## src/rtl/keyEnumPkg.sv

```systemverilog
package keyEnumPkg;
  // Strobes from control to datapath
  typedef struct packed {
    logic load;     // take startGroup, clear member index
    logic advance;  // step to next candidate
    logic finish;   // current candidate is the last one
  } enumCtl_t;
endpackage

```

## src/rtl/keyEnumData.sv

```systemverilog
module keyEnumData
  import keyEnumPkg::*;
#(
  parameter int KEY_BYTES = 16,
  parameter int POS_A     = 0,
  parameter int POS_B     = 5,
  parameter int OFS_W     = 2,
  localparam int KEY_W    = 8 * KEY_BYTES,
  localparam int IDX_W    = 2 * OFS_W,
  localparam int GRP_W    = KEY_W - IDX_W
) (
  input  logic             clk,
  input  logic             rstN,
  input  enumCtl_t         ctl,
  input  logic [GRP_W-1:0] startGroup,
  input  logic [GRP_W-1:0] finalGroup,
  output logic [GRP_W-1:0] groupQ,
  output logic [IDX_W-1:0] memberQ,
  output logic [KEY_W-1:0] keyComb,
  output logic             isLast
);

  localparam int A_LO = 8 * POS_A;
  localparam int B_LO = 8 * POS_B;

  function automatic bit inA(int k);
    return (k >= A_LO) && (k < A_LO + OFS_W);
  endfunction

  function automatic bit inB(int k);
    return (k >= B_LO) && (k < B_LO + OFS_W);
  endfunction

  // number of offset bits lying below key bit k
  function automatic int holesBelow(int k);
    int n = 0;
    for (int j = 0; j < k; j++)
      if (inA(j) || inB(j)) n++;
    return n;
  endfunction

  always_ff @(posedge clk or negedge rstN) begin
    if (!rstN) begin
      groupQ  <= '0;
      memberQ <= '0;
    end else if (ctl.load) begin
      groupQ  <= startGroup;
      memberQ <= '0;
    end else if (ctl.advance && !ctl.finish) begin
      memberQ <= memberQ + 1'b1;
      if (memberQ == '1) groupQ <= groupQ + 1'b1;
    end
  end

  // key wiring: offsets into low bits of the two chosen bytes, group bits elsewhere
  for (genvar k = 0; k < KEY_W; k++) begin : g_keyBit
    if (inA(k)) begin : g_ofsA
      assign keyComb[k] = memberQ[k - A_LO];
    end else if (inB(k)) begin : g_ofsB
      assign keyComb[k] = memberQ[OFS_W + k - B_LO];
    end else begin : g_base
      localparam int GI = k - holesBelow(k);
      assign keyComb[k] = groupQ[GI];
    end
  end

  assign isLast = (memberQ == '1) && (groupQ == finalGroup);

  // group changes only on a member wrap, by exactly one
  p_group_step_r4: assert property (@(posedge clk) disable iff (!rstN)
    (ctl.advance && !ctl.finish && !ctl.load && memberQ != '1) |=> $stable(groupQ));

endmodule

```

## src/rtl/keyEnumCtrl.sv

```systemverilog
module keyEnumCtrl
  import keyEnumPkg::*;
(
  input  logic     clk,
  input  logic     rstN,
  input  logic     start,
  input  logic     stall,
  input  logic     isLast,
  output enumCtl_t ctl,
  output logic     running,
  output logic     doneQ
);

  always_comb begin
    ctl.load    = start;
    ctl.advance = running && !stall && !start;
    ctl.finish  = ctl.advance && isLast;
  end

  always_ff @(posedge clk or negedge rstN) begin
    if (!rstN) begin
      running <= 1'b0;
      doneQ   <= 1'b0;
    end else begin
      if (ctl.load)        running <= 1'b1;
      else if (ctl.finish) running <= 1'b0;
      doneQ <= ctl.finish;
    end
  end

  // done is a single-cycle pulse with the stream stopped
  p_done_pulse_r7: assert property (@(posedge clk) disable iff (!rstN)
    doneQ |=> !doneQ);
  p_done_idle_r7: assert property (@(posedge clk) disable iff (!rstN)
    doneQ |-> !running);

endmodule

```

## src/rtl/keyGroupEnum.sv

```systemverilog
module keyGroupEnum
  import keyEnumPkg::*;
#(
  parameter int KEY_BYTES = 16,
  parameter int POS_A     = 0,
  parameter int POS_B     = 5,
  parameter int OFS_W     = 2,
  localparam int KEY_W    = 8 * KEY_BYTES,
  localparam int IDX_W    = 2 * OFS_W,
  localparam int GRP_W    = KEY_W - IDX_W
) (
  input  logic             clk,
  input  logic             rstN,
  input  logic             start,
  input  logic             stall,
  input  logic [GRP_W-1:0] startGroup,
  input  logic [GRP_W-1:0] finalGroup,
  output logic [KEY_W-1:0] keyOut,
  output logic [GRP_W-1:0] groupIdx,
  output logic [IDX_W-1:0] memberIdx,
  output logic             keyValid,
  output logic             done
);

  enumCtl_t ctl;
  logic     isLast;

  keyEnumCtrl i_ctrl (
    .clk(clk), .rstN(rstN), .start(start), .stall(stall),
    .isLast(isLast), .ctl(ctl), .running(keyValid), .doneQ(done)
  );

  keyEnumData #(
    .KEY_BYTES(KEY_BYTES), .POS_A(POS_A), .POS_B(POS_B), .OFS_W(OFS_W)
  ) i_data (
    .clk(clk), .rstN(rstN), .ctl(ctl),
    .startGroup(startGroup), .finalGroup(finalGroup),
    .groupQ(groupIdx), .memberQ(memberIdx), .keyComb(keyOut), .isLast(isLast)
  );

  // stall freezes the stream
  p_stall_hold_r5: assert property (@(posedge clk) disable iff (!rstN)
    (keyValid && stall && !start) |=>
      (keyValid && $stable(keyOut) && $stable(groupIdx) && $stable(memberIdx)));

  // member index steps by one inside a group
  p_member_step_r3: assert property (@(posedge clk) disable iff (!rstN)
    (keyValid && !stall && !start && memberIdx != '1) |=>
      (keyValid && memberIdx == $past(memberIdx) + 1'b1));

  // wrap of member index advances the group
  p_group_wrap_r4: assert property (@(posedge clk) disable iff (!rstN)
    (keyValid && !stall && !start && memberIdx == '1 && groupIdx != finalGroup) |=>
      (keyValid && memberIdx == '0 && groupIdx == $past(groupIdx) + 1'b1));

  // start loads the starting group
  p_start_load_r6: assert property (@(posedge clk) disable iff (!rstN)
    start |=> (keyValid && memberIdx == '0 && groupIdx == $past(startGroup)));

  // the final key ends the sweep
  p_final_stop_r7: assert property (@(posedge clk) disable iff (!rstN)
    (keyValid && !stall && !start && memberIdx == '1 && groupIdx == finalGroup) |=>
      (!keyValid && done));

endmodule

```

## config.mk

```make
export PLATFORM = sky130hd
export DESIGN_NAME = keyGroupEnum
export DESIGN_NICKNAME = d
export VERILOG_FILES = /design/src/rtl/keyEnumPkg.sv /design/src/rtl/keyEnumData.sv /design/src/rtl/keyEnumCtrl.sv /design/src/rtl/keyGroupEnum.sv
export SDC_FILE = /design/constraint.sdc
export NUM_CORES = 1
export LEC_CHECK = 0
export ABC_AREA = 1
export BUFFER_PORTS_ARGS = -buffer_cell sky130_fd_sc_hd__buf_4
export CAP_MARGIN = 20
export CORE_MARGIN = 4
export CORE_UTILIZATION = 25
export CTS_CLUSTER_SIZE = 20
export DETAILED_ROUTE_END_ITERATION = 8
export GPL_ROUTABILITY_DRIVEN = 1
export GPL_TIMING_DRIVEN = 0
export PLACE_DENSITY = 0.51
export SYNTH_ARGS = -nofsm -noshare
export SYNTH_HDL_FRONTEND = slang
export SYNTH_SLANG_ARGS = --single-unit
```

## constraint.sdc

```tcl
create_clock -name clk -period 3.9 [get_ports clk]
set_input_delay 0 -clock clk [delete_from_list [all_inputs] [get_ports clk]]
set_output_delay 0 -clock clk [all_outputs]
set_load 0.01 [all_outputs]
```

# After elaboration in Yosys (flattened, before gate mapping)
# Index checks and enable logic that the tools add are counted.
# op_classes
add_sub_neg	2
n_eq_ne	2
mux	7
reduce_logical	12
# ops
op	count
$mux 124	3
$add 124x1->124 const B	1
$eq 124x124->1	1
$mux 4	2
$reduce_bool 2->1	3
$logic_and 1x1->1	5
$add 4x1->4 const B	1
$eq 4x4->1 const B	1
$logic_not 1->1	3
$mux 1	2
$reduce_and 2->1	1
# totals
reg_bits	130
input_bits	252
out_inout_bits	258
wordCells	27

# Logic depth before layout (Yosys ltp)
# Gate-level depths: netlist of run 1.
# depth
word_depth	8
ltp_mapped	17

# Cells and area by module
# Synthesis of run 1 repeated with hierarchy kept, for this count alone.
# hier_totals
cells_unflattened	2057
hier_area_um2	12714.7
# by_module_without_submodules
module	n_inst	cells_each	area_each_um2
keyEnumData	1	2046	12618.4
keyEnumCtrl	1	11	96.3

# Worst setup path after synthesis of run 1
# Ideal clock, no wire load.
# synth_path
path_kind	flip-flop to flip-flop
start	register i_data.groupQ[0]
end	register i_data.groupQ[86]
setup_time_ps	117
t_arrival_ps	1932
required_ps	3783
slack_ps	1851
path_stages_with_launch	13
synth_period_minus_slack_ps	2049
path_cell_list	dfrtp_1 > ha_1 > nand3_1 > nor2_2 > nand3_1 > nor2_1 > nand2_1 > nor2_1 > nand3_1 > nand3_1 > nand2_1 > nand2_1 > nand2_1
# synth_via
elab_chain_len	7
elab_cells_between_ends	11
# synth_rtl
element	line_no	text
from (decl)	keyEnumData.sv:17	output logic [GRP_W-1:0] groupQ,
from (signal assigned)	keyEnumData.sv:47	groupQ <= startGroup;
from (signal assigned)	keyEnumData.sv:51	if (memberQ == '1) groupQ <= groupQ + 1'b1;
parallel branches: the longest is 7 deep, another holds $add 124x1->124	n/a	
# Several ways; the timed one is not identified. The select of a mux whose other input is x is not followed.
# A chain may end at the register's enable or synchronous reset.

# Worst setup path after layout of run 1
# layout_path
start	register i_data.groupQ[6]
end	register i_data.groupQ[59]
# Same word-level chain as after synthesis.

==> results.md, run 1 <==
| Parameter | Reported |
|:---|:---|
| Library cell with the highest instance count after synthesis | nand2_1 |
| Setup repair after global routing missed its margin | no |
| Proportion of power drawn by flip-flops and latches | 31.5% |
| CP most frequent cell | nand2_1 |
| Reg clk slew, reported paths | 60 ps |
| Number of post-CTS setup repair buffers | 0 |
| Depth of the most critical reg-to-reg path | 14 |
| Count of flip-flops with a built-in enable after synthesis | 0 |
| Routed vias | 18990 |
| Height of the chip | 248.0 um |
| Share of the synthesized netlist area taken by xor and xnor gates | 9.001% |
| Pins over their slew limit | 0 |
| Critical-path cell with the highest stage delay | xnor2_1 |
| Total chip power | 6.089 mW |
| Worst slack on hold paths | 53.10 ps |
| Placed wire-length estimate | 76.46 mm |
| Category of the worst setup path launch point | register |
| I/O Pins | 510 |
| Pin count of the biggest net entering global routing | 68 |
| Average footprint of a synthesized cell | 5.650 um2 |
| First-iteration detailed-routing DRC count | 2001 |
| Maximum frequency from static timing analysis | 275.5 MHz |
| Worst IR drop on VDD | 0.0003548 V |
| Total Negative Setup Slacks | 0 ps |
| Worst setup EP type | register |
| Slack of the worst reg-to-reg path | 270 ps |
| Critical path start-end classification | register to register |
| Critical-path maximum fanout | 10 |
| Vias/cell | 4.778 |
| Remaining Overflow, GRT | 0 |
| Period utilisation layout | 93.08% |
| Total number of clock tree sinks | 130 |
| Wirelength per Cell | 22.57 um |
| Top cell type by total area after synthesis | nand2_1 |
| Combinational family with the most area after synthesis | simple AND/OR/NAND/NOR gates |
| H-tree depth | 4 |
| Most frequent cells after synthesis | nand2_1 (1144), nor2_1 (312), nand3_1 (217) |
| Area inside the core boundary | 56710 um2 |
| Number of hold violations in the final report | 0 |
| Port Buf Inserts | 509 |
| Max-cap violations | 0 |
| # DRC | 0 |
| Post-synthesis compound-gate area fraction | 2.389% |
| Minimum clock period | 3630 ps |
| Number of fill cells in the layout | 6527 |
| Slew at the pin closest to its max-slew limit | 1164 ps |
| Clock tree from TritonCTS | built |
| Critical R2R Capture | i_data.groupQ[59] |
| Number of antenna violations at the first check in global routing | 0 |
| Synth Warn # | 0 |
| Part of the power in the clock network | 25.9% |
| Biggest cell delay along the critical path | 890 ps |
| Distinct cell type count after synthesis | 35 |
| Most used flip-flop cell after synthesis | dfrtp_1 |
| Number of antenna diodes | 0 |
| WL final | 89.72 mm |
| Critical Path, Cell by Cell | xnor2_1 -> nand2_1 -> nor2_1 -> nand2_1 -> nor2_1 -> nand2_1 -> nor2_1 -> nand2_1 -> nand3_2 -> nand2_2 -> buf_6 -> buf_4 -> nand2_1 -> nand2_1 |
| Die span in x | 248.0 um |
| Sequential standard cell area | 3253 um2 |
| Status | finished, final reports clean |
| Combined area of the multi-input logic cells | 9154 um2 |
| Slew headroom | 22.43% |
| Routed Antenna Nets | 0 |
| Type of the worst min-delay path | primary input to asynchronous set/reset pin |
| Via count of the first global-routing pass | 18130 |
| Number of nets in the layout | 3460 |
| Post-synthesis adder-cell area fraction | 0.1738% |
| Final cell utilization of the core | 37.12% |
| Synthesized area | 14400 um2 |
| Share of cells above drive strength 1 | 22.99% |
| Clock buffer depth | 2 |
| # setup viols final | 0 |
| Length of the first detailed-routing pass in iterations | 6 |
| Area growth syn-to-layout | 46.19% |
| Total of hold buffers inserted after clock tree synthesis | 126 |
| Routability-driven placement congestion ratio | 1.038 |
| Clock latency on the worst-skew pair | 500 ps |
| Total global-route track usage | 28.18% |
| Fraction of synthesized area in multiplexers | 0% |
| Number of nets produced by synthesis | 2803 |
| Asr flop ratio synth | 100.0% |
| Switching share of power | 40.41% |
| Power density normalized to cell area | 289.2 nW/um2 |
| Static leakage power | 10.25 nW |
| Synth Area in Simple Gates | 52.00% |
| DIE AREA | 61510 um2 |
| Flip-flop and latch count after synthesis | 130 |
| Launch point of the worst reg-to-reg path | i_data.groupQ[6] |
| Worst endpoint required time | 4280 ps |
| Final setup skew | 19.79 ps |
| Initial core utilization | 25.39% |
| Global-route wire length before repair | 124.6 mm |
| Reported net switching power | 2.461 mW |
| Share of the yosys chip area belonging to registers | 22.59% |
| Area share of the largest cell type after synthesis | 29.82% |
| Number of standard cells after synthesis | 2549 |
| Resized cells post-CTS | 0 |
| Power share of the combinational group | 42.6% |
| Number of buffers created by CTS | 17 |
| Std-Cell Rows | 87 |
| Buffer cell driving the clock tree root | clkbuf_16 |
| Top cells by area in the synthesized netlist | nand2_1 (30%), dfrtp_1 (23%), nor2_1 (8.1%), nand3_1 (7.5%), buf_4 (7.1%) |
| Arrival time of the worst setup path | 4010 ps |
| Cell internal power dissipation | 3.629 mW |
-- placed cells by master (no fill, tap or decap), types with 3 or more instances in the layout --
cell              n
buf_6             7
nand4_1          17
nor3_2            4
a21oi_1           5
dlygate4sd3_1   126
xnor2_1         108
nand3b_1         22
nor2_1          312
clkinv_2          6
nor3_1           76
dfrtp_1         130
clkbuf_16        17
buf_1             9
a31oi_1           3
inv_1           162
and2_1            6
nand2_2           3
inv_2             3
buf_2            21
buf_4           645
nand3_1         217
xor2_1           40
o21ai_0          50
o31ai_1           3
or2_2             9
clkbuf_1         39
nand2_1        1144
nor2_2           12
-- logic make-up after synthesis --
| kind of cell | after synthesis |
|---|---|
| buffers and inverters | 375 |
| flip-flops | 130 |
| XOR/XNOR | 148 |
| adder cells (fa/ha/maj) | 2 |
| AND/OR/NAND/NOR | 1829 |
| AO/OA/AOI/OAI | 65 |
-- stage by stage --
step | instance area, um2 | instances | worst slack, ps
2_1_floorplan | 14400 | 2549 | 1851
3_3_place_gp | 19170 | 3814 | 292.2
3_5_place_dp | 19240 | 3817 | 352.2
4_1_cts | 21050 | 3975 | 341.1
5_1_grt | 21050 | 3975 | 77.28
6_report | 21050 | 3975 | 269.8
-- state kept, by name, indices dropped and copies added, names as in the netlist --
signal,cells
i_data.groupQ,124
i_data.memberQ,4
i_ctrl.doneQ,1
i_ctrl.running,1
-- per-layer routing --
metal / GRT usage, % / up-vias / share of wire, %
li1: - / 9096 / -
met1: 37.65 / 8835 / 42
met2: 45.42 / 940 / 45
met3: 5.188 / 121 / 8.6
met4: 10.50 / 0 / 3.9
met5: 0 / - / 0
-- power groups by stage --
stage | sequential (mW) | clock (mW) | combinational [mW]
6_report | 1.92 | 1.58 | 2.59
5_1_grt | 1.95 | 1.66 | 2.80
4_1_cts | 1.92 | 1.62 | 2.59
3_5_place_dp | 1.94 | 0 | 2.47
3_3_place_gp | 1.94 | 0 | 2.46
2_1_floorplan | 1.84 | 0 | 1.19
-- critical path, delay by kind of cell, from the launching register on --
family,cells,cell delay (ps)
XOR/XNOR,1,890
buffers and inverters,2,470
flip-flops,1,510
AND/OR/NAND/NOR,11,1630
-- area by class of cell --
type / count / share of cell area [%]
tap: 756 / 4.493
inverter: 165 / 2.942
multi-input combinational: 2044 / 43.48
clock buffer: 22 / 2.205
clock inverter: 10 / 0.4041
sequential: 130 / 15.45
timing repair buffer: 638 / 24.49
buffer: 210 / 6.532
-- worst max path at each step --
| stage | endpoint | start | slack [ps] | cells after the start |
|---|---|---|---|---|
| 2_1_floorplan | i_data.groupQ[86] | i_data.groupQ[0] | 1850 | 12 |
| 3_3_place_gp | i_data.groupQ[64] | i_data.groupQ[6] | 290 | 14 |
| 3_5_place_dp | i_data.groupQ[59] | i_data.groupQ[6] | 350 | 14 |
| 4_1_cts | i_data.groupQ[59] | i_data.groupQ[6] | 340 | 14 |
| 5_1_grt | i_data.groupQ[63] | i_data.groupQ[6] | 80 | 14 |
| 6_report | i_data.groupQ[59] | i_data.groupQ[6] | 270 | 14 |
(Power assumes the default switching activity.)
==> inputs of run 2 (changes only) <==
--- a/config.mk
+++ b/config.mk
@@ -5,7 +5,6 @@
 export SDC_FILE = /design/constraint.sdc
 export NUM_CORES = 1
 export LEC_CHECK = 0
-export ABC_AREA = 1
 export BUFFER_PORTS_ARGS = -buffer_cell sky130_fd_sc_hd__buf_4
 export CAP_MARGIN = 20
 export CORE_MARGIN = 4
@@ -14,7 +13,8 @@
 export DETAILED_ROUTE_END_ITERATION = 8
 export GPL_ROUTABILITY_DRIVEN = 1
 export GPL_TIMING_DRIVEN = 0
-export PLACE_DENSITY = 0.51
+export PLACE_DENSITY = 0.53
 export SYNTH_ARGS = -nofsm -noshare
 export SYNTH_HDL_FRONTEND = slang
+export SYNTH_HIERARCHICAL = 1
 export SYNTH_SLANG_ARGS = --single-unit
==> results.md, run 2 <==
| Parameter | Reported |
|:---|:---|
| Status | complete, but fails checks |
| Failing checks | negative setup slack |
| Critical path start-end classification | register to register |
| Switching share of power | 33.54% |
| Library cell with the highest instance count after synthesis | nand2_1 |
| Die span in x | 214.6 um |
| Synthesized area | 10670 um2 |
| Number of flip-flops under the largest register name | 124 |
| Cell internal power dissipation | 3.697 mW |
| Global-route wire length before repair | 95.96 mm |
| WL final | 67.44 mm |
| Part of the power in the clock network | 35.6% |
| Share of the synthesized netlist area taken by xor and xnor gates | 18.22% |
| Number of nets in the layout | 2237 |
| Share of the yosys chip area belonging to registers | 30.48% |
| Fin worst setup slack | -2.587 ps |
| First-iteration detailed-routing DRC count | 836 |
| Buffer cell driving the clock tree root | clkbuf_16 |
| Area share of the largest cell type after synthesis | 30.48% |
| Final setup skew | 14.67 ps |
| Minimum clock period | 3903 ps |
| Met3 layer wire length in the routed design | 4.010 mm |
| Final Cell Area | 17840 um2 |
| Routed length on met2 | 32.82 mm |
| Worst setup EP type | register |
| Post-synthesis compound-gate area fraction | 7.150% |
| Critical-path maximum fanout | 6 |
| Most used flip-flop cell after synthesis | dfrtp_1 |
| Clock latency on the worst-skew pair | 450 ps |
| Reg clk slew, reported paths | 70 ps |
| Height of the chip | 214.6 um |
| Average footprint of a synthesized cell | 8.117 um2 |
| Pin count of the biggest net entering global routing | 75 |
| Category of the worst setup path launch point | register |
| Max-cap violations | 0 |
| Synth Warn # | 6 |
| Combinational family with the most area after synthesis | simple AND/OR/NAND/NOR gates |
| # DRC | 0 |
| Slew at the pin closest to its max-slew limit | 1079 ps |
| Length of the first detailed-routing pass in iterations | 5 |
| Placed wire-length estimate | 55.28 mm |
| Asr flop ratio synth | 100.0% |
| Static leakage power | 7.570 nW |
| Area inside the core boundary | 42040 um2 |
| Power share of the combinational group | 31.4% |
| Largest regs | i_data/groupQ x124, i_data/memberQ x4 |
| Worst slack on hold paths | 119.2 ps |
| Sum of routed wire segments on met1 | 28.98 mm |
| Type of the worst min-delay path | primary input to asynchronous set/reset pin |
| Slew headroom | 27.50% |
| DIE AREA | 46070 um2 |
| Flip-flop and latch count after synthesis | 130 |
| Number of hold violations in the final report | 0 |
| # setup viols final | 1 |
| I/O Pins | 510 |
| Share of cells above drive strength 1 | 41.38% |
| Final cell utilization of the core | 42.43% |
| Most common library cell in the layout ignoring fill and taps | buf_4 |
| Total global-route track usage | 28.24% |
| Port Buf Inserts | 509 |
| Wirelength per Cell | 26.58 um |
| Arrival time of the worst setup path | 4240 ps |
| Power density normalized to cell area | 311.9 nW/um2 |
| Top register by number of flip-flops | i_data/groupQ |
| Number of antenna violations at the first check in global routing | 1 |
| Std-Cell Rows | 75 |
| Remaining Overflow, GRT | 0 |
| Clock buffer depth | 2 |
| Commonest cells after routing, fill and taps aside | buf_4 (663), nand2_1 (147), xnor2_1 (132) |
| Number of nets produced by synthesis | 1569 |
| Area after DPL | 15200 um2 |
| Total number of clock tree sinks | 130 |
| Maximum frequency from static timing analysis | 256.2 MHz |
| Period utilisation layout | 100.1% |
| Highest metal layer with signal wires | met4 |
| Worst IR drop on VDD | 0.0002248 V |
| Count of flip-flops with a built-in enable after synthesis | 0 |
| Total Negative Setup Slacks | -2.587 ps |
| Initial core utilization | 25.39% |
| Synth Area in Simple Gates | 29.12% |
| Reported net switching power | 1.866 mW |
| Top cell type by total area after synthesis | dfrtp_1 |
| Area growth syn-to-layout | 67.11% |
| Number of standard cells after synthesis | 1315 |
| Worst endpoint required time | 4240 ps |
| Routability-driven placement congestion ratio | 0.9579 |
| Routed vias | 12980 |
| Number of buffers created by CTS | 17 |
| Vias/cell | 5.118 |
| Clock tree from TritonCTS | built |
| Pins over their slew limit | 0 |
| Final standard cell count with taps included and fillers excluded | 2537 |
| Post-synthesis adder-cell area fraction | 0.2344% |
| Proportion of power drawn by flip-flops and latches | 33.0% |
| Most frequent cells after synthesis | nand2_1 (148), xnor2_1 (136), buf_4 (130), dfrtp_1 (130), nand4_1 (100) |
| Distinct cell type count after synthesis | 58 |
| Fraction of synthesized area in multiplexers | 2.087% |
| Routed Antenna Nets | 0 |
| Placed insts | 2364 |
| Top cells by area in the synthesized netlist | dfrtp_1 (30%), xnor2_1 (11%), buf_4 (9.1%), xor2_1 (7.1%), nand4_1 (5.9%) |
| Via count of the first global-routing pass | 13480 |
| H-tree depth | 4 |
[run 2: cell count changes after synthesis, sizes merged, moves of 18 or more]
| cell | change |
|---|---|
| inv | -135 |
| nand4 | +85 |
| o21ai | +45 |
| nand3b | -21 |
| mux2 | +18 |
| nand2 | -999 |
| nor3 | -34 |
| nor2 | -256 |
| buf | -29 |
| xnor2 | +28 |
| xor2 | +46 |
| nand3 | -153 |
| nor4 | +79 |
[run 2: area by class of cell]
cell class,count,area [um2]
Antenna cell,2,5.005
Clock buffer,20,446.7
Timing Repair Buffer,664,5374
Sequential cell,130,3281
Tap cell,539,674.4
Buffer,181,1247
Fill cell,4287,24200
Inverter,30,112.6
Clock inverter,12,252.7
Multi-Input combinational cell,959,6444
[run 2: cell families (layout without fill, tap and decap cells)]
logic type / after synthesis / in the layout
compound gates: 135 / 135
flops: 130 / 130
simple gates: 580 / 580
buf+inv: 226 / 907
xor+xnor: 222 / 222
other cells: 0 / 2
mux: 20 / 20
fa+ha+maj: 2 / 2
[run 2: worst paths after layout]
path / from / endpoint / slack, ps / cells past startpoint
max reg2reg: i_data/groupQ[111] / i_data/groupQ[73] / -3 / 15
min: rstN / i_data/groupQ[83] / 120 / 2
min reg2reg: i_data/memberQ[0] / i_data/memberQ[0] / 650 / 2
max: i_data/groupQ[111] / i_data/groupQ[73] / -3 / 15
max in group asynchronous: rstN / i_data/groupQ[25] / 2930 / 3
min in group clk: finalGroup[23] / i_ctrl/doneQ / 240 / 6
[run 2: through the flow]
step | total power [mW] | setup WS (ps)
floorplan | 2.420 | 523.6
global placement | 3.434 | -2052
detailed placement | 3.449 | -2044
CTS | 5.591 | 6.052
global route | 5.775 | -7.647
finish | 5.563 | -2.587
[run 2: worst max-delay path: stages (launching register included)]
cell,delay [ps]
dfrtp_2,510
xnor2_2,200
nand4_1,460
nor4_4,480
nand4_1,210
nor4_4,390
and2_4,220
nand3b_1,120
buf_6,170
nor4b_4,70
nand4_1,120
buf_6,150
clkbuf_16,170
nor3_1,70
xor2_1,170
mux2_2,270
[run 2: power by group through the flow]
stage          sequential (mW)  combinational [mW]  clock [mW]
3_3_place_gp              1.81                1.62           0
2_1_floorplan             1.72               0.700           0
4_1_cts                   1.82                1.76        2.00
6_report                  1.84                1.75        1.98
3_5_place_dp              1.81                1.64           0
5_1_grt                   1.85                1.86        2.06
[run 2: metal layers]
layer | global-route usage (%) | vias up
met5 | 0 | -
met4 | 7.089 | 0
met3 | 4.761 | 75
met2 | 48.50 | 606
met1 | 37.04 | 6457
li1 | - | 5846
[run 2: repair_timing]
action	in CTS	in global routing
hold endpoints to repair	182	0
gates resized for setup	90	12
hold buffers	128	0
endpoints found under the setup margin	126	51
pin swaps	15	10
setup buffers	21	5
